--- src/rtl/irq_router_pkg.sv ---
package irq_router_pkg;
    typedef enum logic [0:0] {
        ST_IDLE = 1'b0,
        ST_POST = 1'b1
    } post_state_e;

    localparam int unsigned CTL_MASK_BIT = 2;
    localparam int unsigned CTL_CLR_BIT  = 1;
    localparam int unsigned CTL_PEND_BIT = 0;
    localparam int unsigned RTE_CPU_LSB  = 8;
endpackage

--- src/rtl/irq_prio_pick.sv ---
module irq_prio_pick #(
    parameter int unsigned NUM_SRC = 8,
    parameter int unsigned IDX_W   = 3
) (
    input  logic               clk,
    input  logic               rst_n,
    input  logic [NUM_SRC-1:0] req_vec,
    output logic [NUM_SRC-1:0] grant_vec,
    output logic               grant_any,
    output logic [IDX_W-1:0]   grant_idx
);
    always_comb begin
        grant_any = 1'b0;
        grant_idx = '0;
        for (int k = NUM_SRC - 1; k >= 0; k--) begin
            if (req_vec[k]) begin
                grant_any = 1'b1;
                grant_idx = IDX_W'(k);
            end
        end
        grant_vec = '0;
        if (grant_any) grant_vec[grant_idx] = 1'b1;
    end

    AST_GRANT_ONEHOT: assert property (@(posedge clk) disable iff (!rst_n)
        $onehot0(grant_vec));
    AST_GRANT_LOWEST: assert property (@(posedge clk) disable iff (!rst_n)
        grant_any |-> ((req_vec & (grant_vec - NUM_SRC'(1))) == '0));
    AST_GRANT_REQUESTED: assert property (@(posedge clk) disable iff (!rst_n)
        ((grant_vec & ~req_vec) == '0));
endmodule

--- src/rtl/irq_entry_table.sv ---
module irq_entry_table
    import irq_router_pkg::*;
#(
    parameter int unsigned NUM_SRC = 8,
    parameter int unsigned IDX_W   = 3,
    parameter int unsigned CPU_W   = 5,
    parameter int unsigned VEC_W   = 6
) (
    input  logic                          clk,
    input  logic                          rst_n,
    input  logic                          rte_we,
    input  logic                          ctl_we,
    input  logic [IDX_W-1:0]              wr_idx,
    input  logic [CPU_W-1:0]              wr_cpu,
    input  logic [VEC_W-1:0]              wr_vec,
    input  logic                          wr_mask,
    input  logic                          wr_clr,
    input  logic [NUM_SRC-1:0]            acc_grant,
    output logic [NUM_SRC-1:0]            mask_q,
    output logic [NUM_SRC-1:0]            pend_q,
    output logic [NUM_SRC-1:0][CPU_W-1:0] cpu_q,
    output logic [NUM_SRC-1:0][VEC_W-1:0] vec_q
);
    for (genvar i = 0; i < NUM_SRC; i++) begin : g_ent
        logic sel;
        assign sel = (wr_idx == IDX_W'(i));

        always_ff @(posedge clk) begin
            if (!rst_n) begin
                mask_q[i] <= 1'b1;
                pend_q[i] <= 1'b0;
                cpu_q[i]  <= '0;
                vec_q[i]  <= '0;
            end else begin
                if (rte_we && sel) begin
                    cpu_q[i] <= wr_cpu;
                    vec_q[i] <= wr_vec;
                end
                if (acc_grant[i]) begin
                    mask_q[i] <= 1'b1;
                    pend_q[i] <= 1'b1;
                end else if (ctl_we && sel) begin
                    mask_q[i] <= wr_mask;
                    if (wr_clr) pend_q[i] <= 1'b0;
                end
            end
        end

        AST_ACCEPT_SETS_BOTH: assert property (@(posedge clk) disable iff (!rst_n)
            acc_grant[i] |=> (mask_q[i] && pend_q[i]));
        AST_MASKED_KEEPS_PEND: assert property (@(posedge clk) disable iff (!rst_n)
            (mask_q[i] && !(ctl_we && sel)) |=> $stable(pend_q[i]));
    end
endmodule

--- src/rtl/irq_post_fsm.sv ---
module irq_post_fsm
    import irq_router_pkg::*;
#(
    parameter int unsigned CPU_W = 5,
    parameter int unsigned VEC_W = 6
) (
    input  logic             clk,
    input  logic             rst_n,
    input  logic             acc_valid,
    input  logic [CPU_W-1:0] acc_cpu,
    input  logic [VEC_W-1:0] acc_vec,
    output logic             post_valid,
    output logic [CPU_W-1:0] post_cpu,
    output logic [VEC_W-1:0] post_vec
);
    post_state_e state_q, state_d;

    always_comb begin
        state_d = state_q;
        unique case (state_q)
            ST_IDLE: state_d = acc_valid ? ST_POST : ST_IDLE;
            ST_POST: state_d = acc_valid ? ST_POST : ST_IDLE;
            default: state_d = ST_IDLE;
        endcase
    end

    always_ff @(posedge clk) begin
        if (!rst_n) state_q <= ST_IDLE;
        else        state_q <= state_d;
    end

    always_ff @(posedge clk) begin
        if (!rst_n) begin
            post_cpu <= '0;
            post_vec <= '0;
        end else if (acc_valid) begin
            post_cpu <= acc_cpu;
            post_vec <= acc_vec;
        end
    end

    assign post_valid = (state_q == ST_POST);

    AST_POST_AFTER_ACCEPT: assert property (@(posedge clk) disable iff (!rst_n)
        post_valid |-> $past(acc_valid));
    AST_POST_CARRIES_ROUTE: assert property (@(posedge clk) disable iff (!rst_n)
        acc_valid |=> (post_valid && post_cpu == $past(acc_cpu) && post_vec == $past(acc_vec)));
endmodule

--- src/rtl/irq_router.sv ---
module irq_router
    import irq_router_pkg::*;
#(
    parameter int unsigned NUM_SRC = 8,
    parameter int unsigned CPU_W   = 5,
    parameter int unsigned VEC_W   = 6,
    parameter int unsigned ADDR_W  = 16
) (
    input  logic               clk,
    input  logic               rst_n,
    input  logic [NUM_SRC-1:0] dev_irq,
    input  logic               req_valid,
    input  logic               req_write,
    input  logic [ADDR_W-1:0]  req_addr,
    input  logic [63:0]        req_wdata,
    output logic               rd_valid,
    output logic [63:0]        rd_data,
    output logic               acc_err,
    output logic               post_valid,
    output logic [CPU_W-1:0]   post_cpu,
    output logic [VEC_W-1:0]   post_vec
);
    localparam int unsigned IDX_W   = (NUM_SRC > 1) ? $clog2(NUM_SRC) : 1;
    localparam int unsigned WIN_BIT = IDX_W + 3;
    localparam int unsigned TOP_LSB = IDX_W + 4;

    logic [NUM_SRC-1:0]            mask_q, pend_q;
    logic [NUM_SRC-1:0][CPU_W-1:0] cpu_q;
    logic [NUM_SRC-1:0][VEC_W-1:0] vec_q;
    logic [NUM_SRC-1:0]            grant_vec;
    logic                          grant_any;
    logic [IDX_W-1:0]              grant_idx;

    logic [IDX_W-1:0] a_idx;
    logic             a_ctl, a_hit;
    logic [63:0]      rd_mux;

    assign a_idx = req_addr[WIN_BIT-1:3];
    assign a_ctl = req_addr[WIN_BIT];
    assign a_hit = (req_addr[2:0] == 3'b000)
                && (req_addr[ADDR_W-1:TOP_LSB] == '0)
                && (32'(a_idx) < NUM_SRC);

    logic unused_wdata;
    assign unused_wdata = ^{req_wdata[63:13], req_wdata[7:6], req_wdata[0]};

    irq_entry_table #(.NUM_SRC(NUM_SRC), .IDX_W(IDX_W), .CPU_W(CPU_W), .VEC_W(VEC_W)) u_tbl (
        .clk       (clk),
        .rst_n     (rst_n),
        .rte_we    (req_valid && req_write && a_hit && !a_ctl),
        .ctl_we    (req_valid && req_write && a_hit && a_ctl),
        .wr_idx    (a_idx),
        .wr_cpu    (req_wdata[RTE_CPU_LSB +: CPU_W]),
        .wr_vec    (req_wdata[VEC_W-1:0]),
        .wr_mask   (req_wdata[CTL_MASK_BIT]),
        .wr_clr    (req_wdata[CTL_CLR_BIT]),
        .acc_grant (grant_vec),
        .mask_q    (mask_q),
        .pend_q    (pend_q),
        .cpu_q     (cpu_q),
        .vec_q     (vec_q)
    );

    irq_prio_pick #(.NUM_SRC(NUM_SRC), .IDX_W(IDX_W)) u_pick (
        .clk       (clk),
        .rst_n     (rst_n),
        .req_vec   (dev_irq & ~mask_q),
        .grant_vec (grant_vec),
        .grant_any (grant_any),
        .grant_idx (grant_idx)
    );

    irq_post_fsm #(.CPU_W(CPU_W), .VEC_W(VEC_W)) u_post (
        .clk        (clk),
        .rst_n      (rst_n),
        .acc_valid  (grant_any),
        .acc_cpu    (cpu_q[grant_idx]),
        .acc_vec    (vec_q[grant_idx]),
        .post_valid (post_valid),
        .post_cpu   (post_cpu),
        .post_vec   (post_vec)
    );

    always_comb begin
        rd_mux = '0;
        if (a_hit) begin
            if (a_ctl) begin
                rd_mux[CTL_MASK_BIT] = mask_q[a_idx];
                rd_mux[CTL_PEND_BIT] = pend_q[a_idx];
            end else begin
                rd_mux[RTE_CPU_LSB +: CPU_W] = cpu_q[a_idx];
                rd_mux[VEC_W-1:0]            = vec_q[a_idx];
            end
        end
    end

    always_ff @(posedge clk) begin
        if (!rst_n) begin
            rd_valid <= 1'b0;
            rd_data  <= '0;
            acc_err  <= 1'b0;
        end else begin
            rd_valid <= req_valid && !req_write;
            rd_data  <= (req_valid && !req_write) ? rd_mux : '0;
            acc_err  <= req_valid && !a_hit;
        end
    end

    AST_READ_LATENCY: assert property (@(posedge clk) disable iff (!rst_n)
        rd_valid |-> $past(req_valid && !req_write));
    AST_UNMAPPED_READS_ZERO: assert property (@(posedge clk) disable iff (!rst_n)
        (acc_err && rd_valid) |-> (rd_data == 64'd0));
    AST_ERR_FROM_ACCESS: assert property (@(posedge clk) disable iff (!rst_n)
        acc_err |-> $past(req_valid));
endmodule

--- config.mk ---
export PLATFORM = sky130hd
export DESIGN_NAME = irq_router
export DESIGN_NICKNAME = d
export VERILOG_FILES = /design/src/rtl/irq_router_pkg.sv /design/src/rtl/irq_prio_pick.sv /design/src/rtl/irq_entry_table.sv /design/src/rtl/irq_post_fsm.sv /design/src/rtl/irq_router.sv
export SDC_FILE = /design/constraint.sdc
export NUM_CORES = 1
export LEC_CHECK = 0
export ABC_AREA = 1
export BUFFER_PORTS_ARGS = -buffer_cell sky130_fd_sc_hd__buf_2
export CELL_PAD_IN_SITES_DETAIL_PLACEMENT = 1
export CELL_PAD_IN_SITES_GLOBAL_PLACEMENT = 1
export CORE_MARGIN = 2
export CORE_UTILIZATION = 34
export CTS_CLUSTER_SIZE = 8
export DETAILED_ROUTE_END_ITERATION = 8
export PLACE_DENSITY_LB_ADDON = 0.1
export RECOVER_POWER = 25
export SYNTH_ARGS = -nofsm -noshare
export SYNTH_HDL_FRONTEND = slang
export SYNTH_SLANG_ARGS = --single-unit
--- constraint.sdc ---
create_clock -name clk -period 1.65 [get_ports clk]
set_clock_uncertainty 0.1 [all_clocks]
set_input_delay 0.2475 -clock clk [delete_from_list [all_inputs] [get_ports clk]]
set_output_delay 0.2475 -clock clk [all_outputs]
set_load 0.005 [all_outputs]
; ---- Yosys cells after proc, flatten, opt, wreduce, memory -nomap -nowiden
; Cells that the tools add are included.
[op_classes]
n_lt_le_gt_ge = 3
eq_ne = 7
muxes = 51
bitwise = 5
reduce_logical = 64
[op_table]
columns = operator, count
row1 = binary-select mux 6 bit (select 3 bit), 2
row2 = nonzero test 2 bit, 16
row3 = two-way mux 1 bit, 31
row4 = binary-select mux 5 bit (select 3 bit), 2
row5 = logical AND 1 bit, 24
row6 = two-way mux 3 bit, 8
row7 = AND reduction 2 bit, 8
row8 = OR reduction 2 bit, 8
row9 = == test 3 bit (second input constant), 4
row10 = two-way mux 6 bit, 2
row11 = two-way mux 5 bit, 2
row12 = zero test 9 bit, 1
row13 = AND 8 bit, 1
row14 = less-than comparator 3 x 4 -> 1 bit (second input constant), 2
row15 = two-way mux 8 bit, 1
row16 = inverter 8 bit, 1
row17 = binary-select mux 1 bit (select 3 bit), 2
row18 = == test 3 x 2 -> 1 bit (second input constant), 2
row19 = zero test 3 bit, 2
row20 = OR reduction 4 bit, 1
row21 = demux 1 bit (select 3 bit), 1
row22 = == test 3 x 1 -> 1 bit (second input constant), 1
row23 = greater-or-equal comparator 3 x 1 -> 1 bit (second input constant), 1
row24 = zero test 1 bit, 3
row25 = 2 further kinds, 4
[totals]
ff_bits = 182
inputBits = 92
output_inout_bits = 78
elab_cells = 170

; ---- Logic depth before layout (Yosys ltp)
; Gate-level depths: netlist of run 1.
[logic_depth]
depth_word = 17
mapped_depth = 15
mapped_depth_nobuf = 14

; ---- Hierarchy
; A second synthesis of run 1 with hierarchy kept.
[hier_totals]
hier_cells = 1153
hier_area_um2 = 7254.5
[by_module_without_submodules]
columns = module, instances, cells_per_inst, area_per_inst_um2
row1 = irq_entry_table, 1, 490, 3801.1
row2 = irq_router, 1, 549, 2793.9
row3 = irq_post_fsm, 1, 72, 481.7
row4 = irq_prio_pick, 1, 42, 177.7

; ---- Least setup slack after synthesis of run 1
; OpenSTA, ideal clock, no wires.
[synth_timing]
kind = input -> register
start = in req_addr[0]
end = reg u_tbl.cpu_q[35] in the netlist's numbering
t_arrival_ps = 1370
required_ps = 1432
path_slack_ps = 62
stages = 8
path_cell_list = nor4_2 -> nand2_1 -> nor2_4 -> nand2_8 -> buf_6 -> buf_6 -> nor3_1 -> nor2_1
[synth_via]
elab_chain_cells = 5
[synth_rtl]
columns = element, line
row1 = from (decl), irq_router.sv:14  ; input logic [ADDR_W-1:0] req_addr,
row2 = zero test 3 bit, irq_router.sv:40  ; assign a_hit = (req_addr[2:0] == 3'b000)
row3 = logical AND 1 bit, irq_router.sv:41  ; && (req_addr[ADDR_W-1:TOP_LSB] == '0)
row4 = logical AND 1 bit (2 in a row), irq_router.sv:50  ; .rte_we (req_valid && req_write && a_hit && !a_ctl),
row5 = logical AND 1 bit, irq_entry_table.sv:35  ; if (rte_we && sel) begin
row6 = "to (signal, indexed assignment)", irq_entry_table.sv:36  ; cpu_q[i] <= wr_cpu;
row7 = to (decl), irq_entry_table.sv:21  ; output logic [NUM_SRC-1:0][CPU_W-1:0] cpu_q,
; No other way between the ends.
; A chain may end at the register's enable or synchronous reset.

; ---- Worst setup path in the final report of run 1
[layout_timing]
start = reg u_tbl.mask_q[0]
end = reg u_post.post_vec[4]
[layout_via]
elab_chain_cells = 5
elab_cells_between_ends = 6
cone_classes = mux (4) / bitwise (2)
[layout_rtl]
columns = element, line
row1 = from (decl), irq_entry_table.sv:19  ; output logic [NUM_SRC-1:0] mask_q,
row2 = "from (signal, indexed assignment)", irq_entry_table.sv:43  ; mask_q[i] <= wr_mask;
row3 = inverter 8 bit (*), irq_router.sv:67  ; .req_vec (dev_irq & ~mask_q),
row4 = AND 8 bit (*), irq_router.sv:67
row5 = two-way mux 3 bit, irq_prio_pick.sv:16  ; if (req_vec[k]) begin
row6 = binary-select mux 6 bit (select 3 bit), irq_router.sv:78  ; .acc_vec (vec_q[grant_idx]),
row7 = two-way mux 6 bit (implied by the code), irq_router.sv:78
row8 = to (signal assigned), irq_post_fsm.sv:38  ; post_vec <= acc_vec;
row9 = to (decl), irq_post_fsm.sv:14  ; output logic [VEC_W-1:0] post_vec
; Every way passes the cells marked *; elsewhere a longest branch is shown, timed or not. The select of a mux whose other input is x is not followed.

==> results of run 1 <==
-- repair_timing --
action                     in CTS  in global routing
resized for setup              89                 41
buffers inserted               11                 12
hold endpoints to repair        4                  0
cloned                          3                  2
pin swaps                      29                 13
hold buffers                    4                  0
setup endpoints to repair      21                 30
-- sequential cells by signal (all words and copies together), names as in the netlist --
signal,flops
u_post.post_cpu,5
u_tbl.mask_q,8
u_tbl.pend_q,8
u_post.post_vec,6
rd_data,11
u_post.post_valid,1
rd_valid,1
acc_err,1
u_tbl.vec_q,48
u_tbl.cpu_q,40
-- path summary, 6_finish.rpt --
path	slack, ps	startpoint	to	cells after the start
max	-150	u_tbl.mask_q[0]$_SDFFE_PP1P_	u_post.post_vec[4]$_SDFFE_PN0P_	12
min	90	req_wdata[5]	u_tbl.vec_q[11]$_SDFFE_PN0P_	3
max reg2reg	-150	u_tbl.mask_q[0]$_SDFFE_PP1P_	u_post.post_vec[4]$_SDFFE_PN0P_	12
min reg2reg	380	u_tbl.mask_q[2]$_SDFFE_PP1P_	u_tbl.mask_q[2]$_SDFFE_PP1P_	2
-- through the flow --
step           instance area [sq um]  power (mW)  TNS [ps]  instances  hold WS (ps)
2_1_floorplan                   7110        3.47         0       1055           238
3_3_place_gp                    7950        3.61    -19820       1367           353
3_5_place_dp                    7950        3.61    -23500       1367           358
4_1_cts                         9060        7.53     -1800       1417          94.5
5_1_grt                         9320        7.72    -11160       1430           113
6_report                        9320        7.48     -1620       1430          94.3
-- kinds of logic (layout without fill, tap and decap cells) --
logic type / count (synthesis) / after routing / share of synthesized area, %
DFF: 129 / 129 / 37.4
buffers and inverters: 218 / 323 / 16.9
and+or+nand+nor: 450 / 450 / 29.5
other: 1 / 53 / 0.0543
AOI/OAI and AO/OA: 205 / 205 / 16.2
-- cell type report --
type | count | area (sq um) | area share, %
tap | 270 | 338 | 3.63
multi-input combinational | 708 | 3670 | 39.4
inverter | 95 | 364 | 3.91
clock inverter | 8 | 101 | 1.09
sequential | 129 | 2590 | 27.8
timing repair buffer | 196 | 1750 | 18.8
clock buffer | 24 | 502 | 5.39
-- placed cells by master, fill, tap and decap left out, types with 29 or more instances in the layout --
master,synthesis,layout
o21ai_0,71,63
inv_1,87,78
nor3_1,30,29
buf_2,21,54
buf_4,66,86
nand2_1,100,79
nand3_1,112,83
conb_1,1,53
nor2_1,175,169
dfxtp_1,129,122
a21oi_1,88,84
-- metal layers --
metal	up-vias	global-route usage, %
met5	-	0
met4	0	9.51
met3	58	4.09
met2	183	44.4
met1	3563	31.4
li1	3494	-
-- power by group through the flow --
stage	clock (mW)	sequential (mW)	combinational (mW)
after global placement	0	3.19	0.419
after global routing	4.13	3.12	0.469
after floorplan	0	3.19	0.282
after detailed placement	0	3.19	0.421
final	3.92	3.12	0.442
after CTS	3.98	3.12	0.432
-- critical path, stage by stage (launching register included) --
cell,delay (ps)
dfxtp_2,330
inv_2,40
nand2_4,60
buf_4,110
nand3_2,170
nand2_8,170
buf_12,150
inv_8,50
buf_12,140
nand3_1,90
nand3_2,110
nor2_4,100
nor2_1,50
==> run metrics, run 1 <==
Synth async-reset ratio 0%; Vias/cell 5.10; YS warnings 0; combinational fraction of design power 5.9%; switch share 24.1%; maxcap violations 0; CP startpoint kind register; DRC 0; Post-Place Worst Slack -533 ps; post-synthesis instance area 0.00691 sq mm; port bufs 63; Post-DP HPWL 18300 um; drt total wl 27600 um; Seq cells post-synth 129; outcome complete, but fails checks; CTS buffer count 17; critical path fanouts, max 7; CTS root buffer clkbuf_16; pins over their slew limit 0; Worst EP arrival 2020 ps; Rel. slew slack 52.4%; Metal-1 WL 12300 um; Synth top area share 37.4%; synth top area cells dfxtp_1 (37%), nor2_1 (9.5%), nand3_1 (8.1%); final setup violation count 20; first-pass GRT wire length 41600 um; GRT Total Usage 25.4%; 1st-pass router iterations 4; Cells after Synth 1003; Post-synth EDFFs 0; Via Count 7298; Clock power frac 52.4%; worst vdd ir 0.722 mV; failing checks setup timing; Min Clock Period, post-route 1800 ps; initial core utilization 34.4%; FILL cells 2558; Worst Hold Class primary input to register; Routed Antenna Nets 0; Internal Power 5.68 mW; num rows 52; # H-tree levels 4; clock-pin slew on the worst setup and hold paths 60 ps; DR iter-0 viols 376; layout cells sized above 1 27.4%; Sink Count 129; register share of total power 41.7%; Worst Slack Setup Final -149 ps; final core area utilization 46.3%; gr ovfl total 0; Final Cycle Share 109%; top layer in use met4; f_max 556 MHz; clk_lat worst skew 430 ps; synth unique cells 32; cell taking the most area after synthesis dfxtp_1; Post-synth top cells nor2_1 (175), dfxtp_1 (129), nand3_1 (112); Worst Path Required 1870 ps; Hold Fails Final Rpt 0; routed wl met3 1020 um; net switching power 1.80 mW; drt wl/cell 19.3 um; CTS max path bufs 2; slew at the pin closest to its max-slew limit 715 ps; met2 WL 13400 um; Critical Path End Type register; Mean Syn Cell Area 6.89 sq um; die width 147 um; Most used DFF post-synth dfxtp_1; clock tree from TritonCTS yes; vias in the first global route 7298; Core Area 0.0201 sq mm; count leader, synth nor2_1; Pleak 3.99 nW; Top Ports 170; largest net degree at the start of global routing 64; GPL Wtd Cong 0.866; diode count 0; overall die height 147 um; Area growth syn-to-layout 34.8%; RSZ-0062 raised after global routing true; pwr/cell area 803 mW/mm^2; Worst Setup Path Type register to register; Die ar. 0.0215 sq mm; Total Nets Final 1239; antenna violations before repair 0; sequential-to-total area share from yosys stat 37.4%
Note: power is estimated with default switching activity, not from simulation.
==> run 2: changes to the inputs <==
- RECOVER_POWER: 25 -> 100
==> run metrics, run 2 (same netlist as run 1, synthesis figures left out) <==
outcome complete, but fails checks; failing checks setup timing; pins over their slew limit 0 (unchanged); Worst Path Required 1870 ps (about the same); crit-path cells inv_2 -> nand2_4 -> buf_4 -> nand3_2 -> nand2_8 -> buf_12 -> inv_8 -> buf_12 -> nand3_1 -> nand3_2 -> nor2_4 -> nor2_1; drt wl/cell 19.3 um (about the same); drt total wl 27600 um (about the same); CP startpoint u_tbl.mask_q[0]$_SDFFE_PP1P_; Worst Slack Setup Final -136 ps (+13.0 ps); hold_sp req_wdata[5]; Sink Count 129 (unchanged); Pleak 3.98 nW (-0.21%); Worst EP arrival 2010 ps (about the same); RSZ-0062 raised after global routing true; max reg flops 48 (unchanged); slew at the pin closest to its max-slew limit 702 ps (-12.4 ps); placed insts 1367 (unchanged); port bufs 63 (unchanged); critical path fanouts, max 7 (unchanged); FILL cells 2561 (+0.12%); Internal Power 5.68 mW (about the same); layout cells sized above 1 27.1% (-0.34 points); Final Cycle Share 108% (-0.79 points); largest registers u_tbl.vec_q (48), u_tbl.cpu_q (40), rd_data (11); Worst R2R Start u_tbl.mask_q[0]$_SDFFE_PP1P_; commonest non-fill, non-tap cell in the layout nor2_1; CTS max path bufs 2 (unchanged); Critical Path End Type register; Worst Hold Class primary input to register; Post-DP HPWL 18300 um (unchanged); GRT Total Usage 25.4% (unchanged); maxcap violations 0 (unchanged); clk_lat worst skew 430 ps (about the same); Area growth syn-to-layout 34.7% (about the same); internal reg-to-reg setup slack -140 ps (about the same); first-pass GRT wire length 41600 um (unchanged); Min Clock Period, post-route 1790 ps (-13.0 ps); 1st-pass router iterations 4 (unchanged); Non-Filler Instances 1430 (unchanged); critical path capture point u_post.post_vec[4]$_SDFFE_PN0P_; Post-Place Worst Slack -533 ps (unchanged); GPL Wtd Cong 0.866 (unchanged); clock-pin slew on the worst setup and hold paths 60 ps (about the same); antenna violations before repair 0 (unchanged); vias in the first global route 7298 (unchanged); gr ovfl total 0 (unchanged); Top reg by flops u_tbl.vec_q; net switching power 1.80 mW (about the same); final setup violation count 20 (unchanged); DRC 0 (unchanged); Worst path slowest cell dfxtp_2; Routed Antenna Nets 0 (unchanged); most frequent cells in the layout nor2_1 (169), dfxtp_1 (122), buf_4 (86); pwr/cell area 803 mW/mm^2 (about the same); initial core utilization 34.4% (unchanged); largest net degree at the start of global routing 64 (unchanged); Rel. slew slack 53.2% (+0.83 points); diode count 0 (unchanged); f_max 560 MHz (+0.73%); CP startpoint kind register; Via Count 7309 (+0.15%); Die ar. 0.0215 sq mm (unchanged); DR iter-0 viols 376 (unchanged); Total Nets Final 1239 (unchanged); switch share 24.1% (about the same); RR Endpoint u_post.post_vec[4]$_SDFFE_PN0P_; CTS root buffer clkbuf_16; CTS buffer count 17 (unchanged); # H-tree levels 4 (unchanged); R2R cell count 12 (unchanged); crit-path max cell delay 330 ps (about the same); Top Ports 170 (unchanged); worst vdd ir 0.721 mV (about the same); die width 147 um (unchanged); num rows 52 (unchanged); Worst Setup Path Type register to register; register share of total power 41.7% (about the same); Cells on Worst Hold Path 3 (unchanged); combinational fraction of design power 5.9% (about the same); Hold Fails Final Rpt 0 (unchanged); Clock power frac 52.4% (about the same); Core Area 0.0201 sq mm (unchanged); clock tree from TritonCTS yes; overall die height 147 um (unchanged); Vias/cell 5.11 (+0.15%)
-- run 2: worst min path at each step --
stage | end
floorplan | rd_valid$_SDFF_PN0_
global route | u_tbl.vec_q[22]$_SDFFE_PN0P_
detailed placement | rd_valid$_SDFF_PN0_
global placement | rd_valid$_SDFF_PN0_
CTS | u_tbl.vec_q[11]$_SDFFE_PN0P_
finish | u_tbl.vec_q[11]$_SDFFE_PN0P_
-- run 2: metrics by stage --
step	util (%)	TNS, ps	hold WS [ps]	total power [mW]	cell area [sq um]
global route	46.3	-11670	113	7.72	9310
floorplan	-	0	238	3.47	7110
CTS	45.1	-1800	94.5	7.53	9060
finish	46.3	-1460	94.4	7.48	9310
detailed placement	39.5	-23500	358	3.61	7950
global placement	39.5	-19820	353	3.61	7950
-- run 2: final cells by class --
| cell class | instances | area [sq um] | share of cell area, % |
|---|---|---|---|
| Multi-Input combinational cell | 708 | 3670 | 39.4 |
| Sequential cell | 129 | 2590 | 27.8 |
| Timing Repair Buffer | 196 | 1750 | 18.8 |
| Clock buffer | 24 | 502 | 5.39 |
| Inverter | 95 | 364 | 3.91 |
| Tap cell | 270 | 338 | 3.63 |
| Clock inverter | 8 | 101 | 1.09 |
-- run 2: critical path: cells and delay by family (launching register included) --
kind | cells | cell delay [ps]
flops | 1 | 330
buf+inv | 5 | 490
simple gates | 7 | 750
-- run 2: per-layer routing --
| layer | vias up | GRT usage (%) | part of all wire (%) |
|---|---|---|---|
| met5 | - | 0 | 0 |
| met1 | 3563 | 31.4 | 44 |
| li1 | 3493 | - | - |
| met3 | 56 | 4.09 | 4.0 |
| met4 | 0 | 9.51 | 3.0 |
| met2 | 197 | 44.4 | 49 |
-- run 2: power groups by stage --
stage / Clock (mW) / Combinational (mW) / Sequential, mW
6_report: 3.92 / 0.441 / 3.12
5_1_grt: 4.13 / 0.468 / 3.12
4_1_cts: 3.98 / 0.432 / 3.12
3_5_place_dp: 0 / 0.421 / 3.19
3_3_place_gp: 0 / 0.419 / 3.19
2_1_floorplan: 0 / 0.282 / 3.19
-- run 2: what timing repair did --
item / in CTS / in global routing
setup buffers: 11 / 12
hold buffers: 4 / 0
endpoints found under the hold margin: 4 / 0
pin swaps: 29 / 13
resized for setup: 89 / 41
gates cloned: 3 / 2
endpoints found under the setup margin: 21 / 30
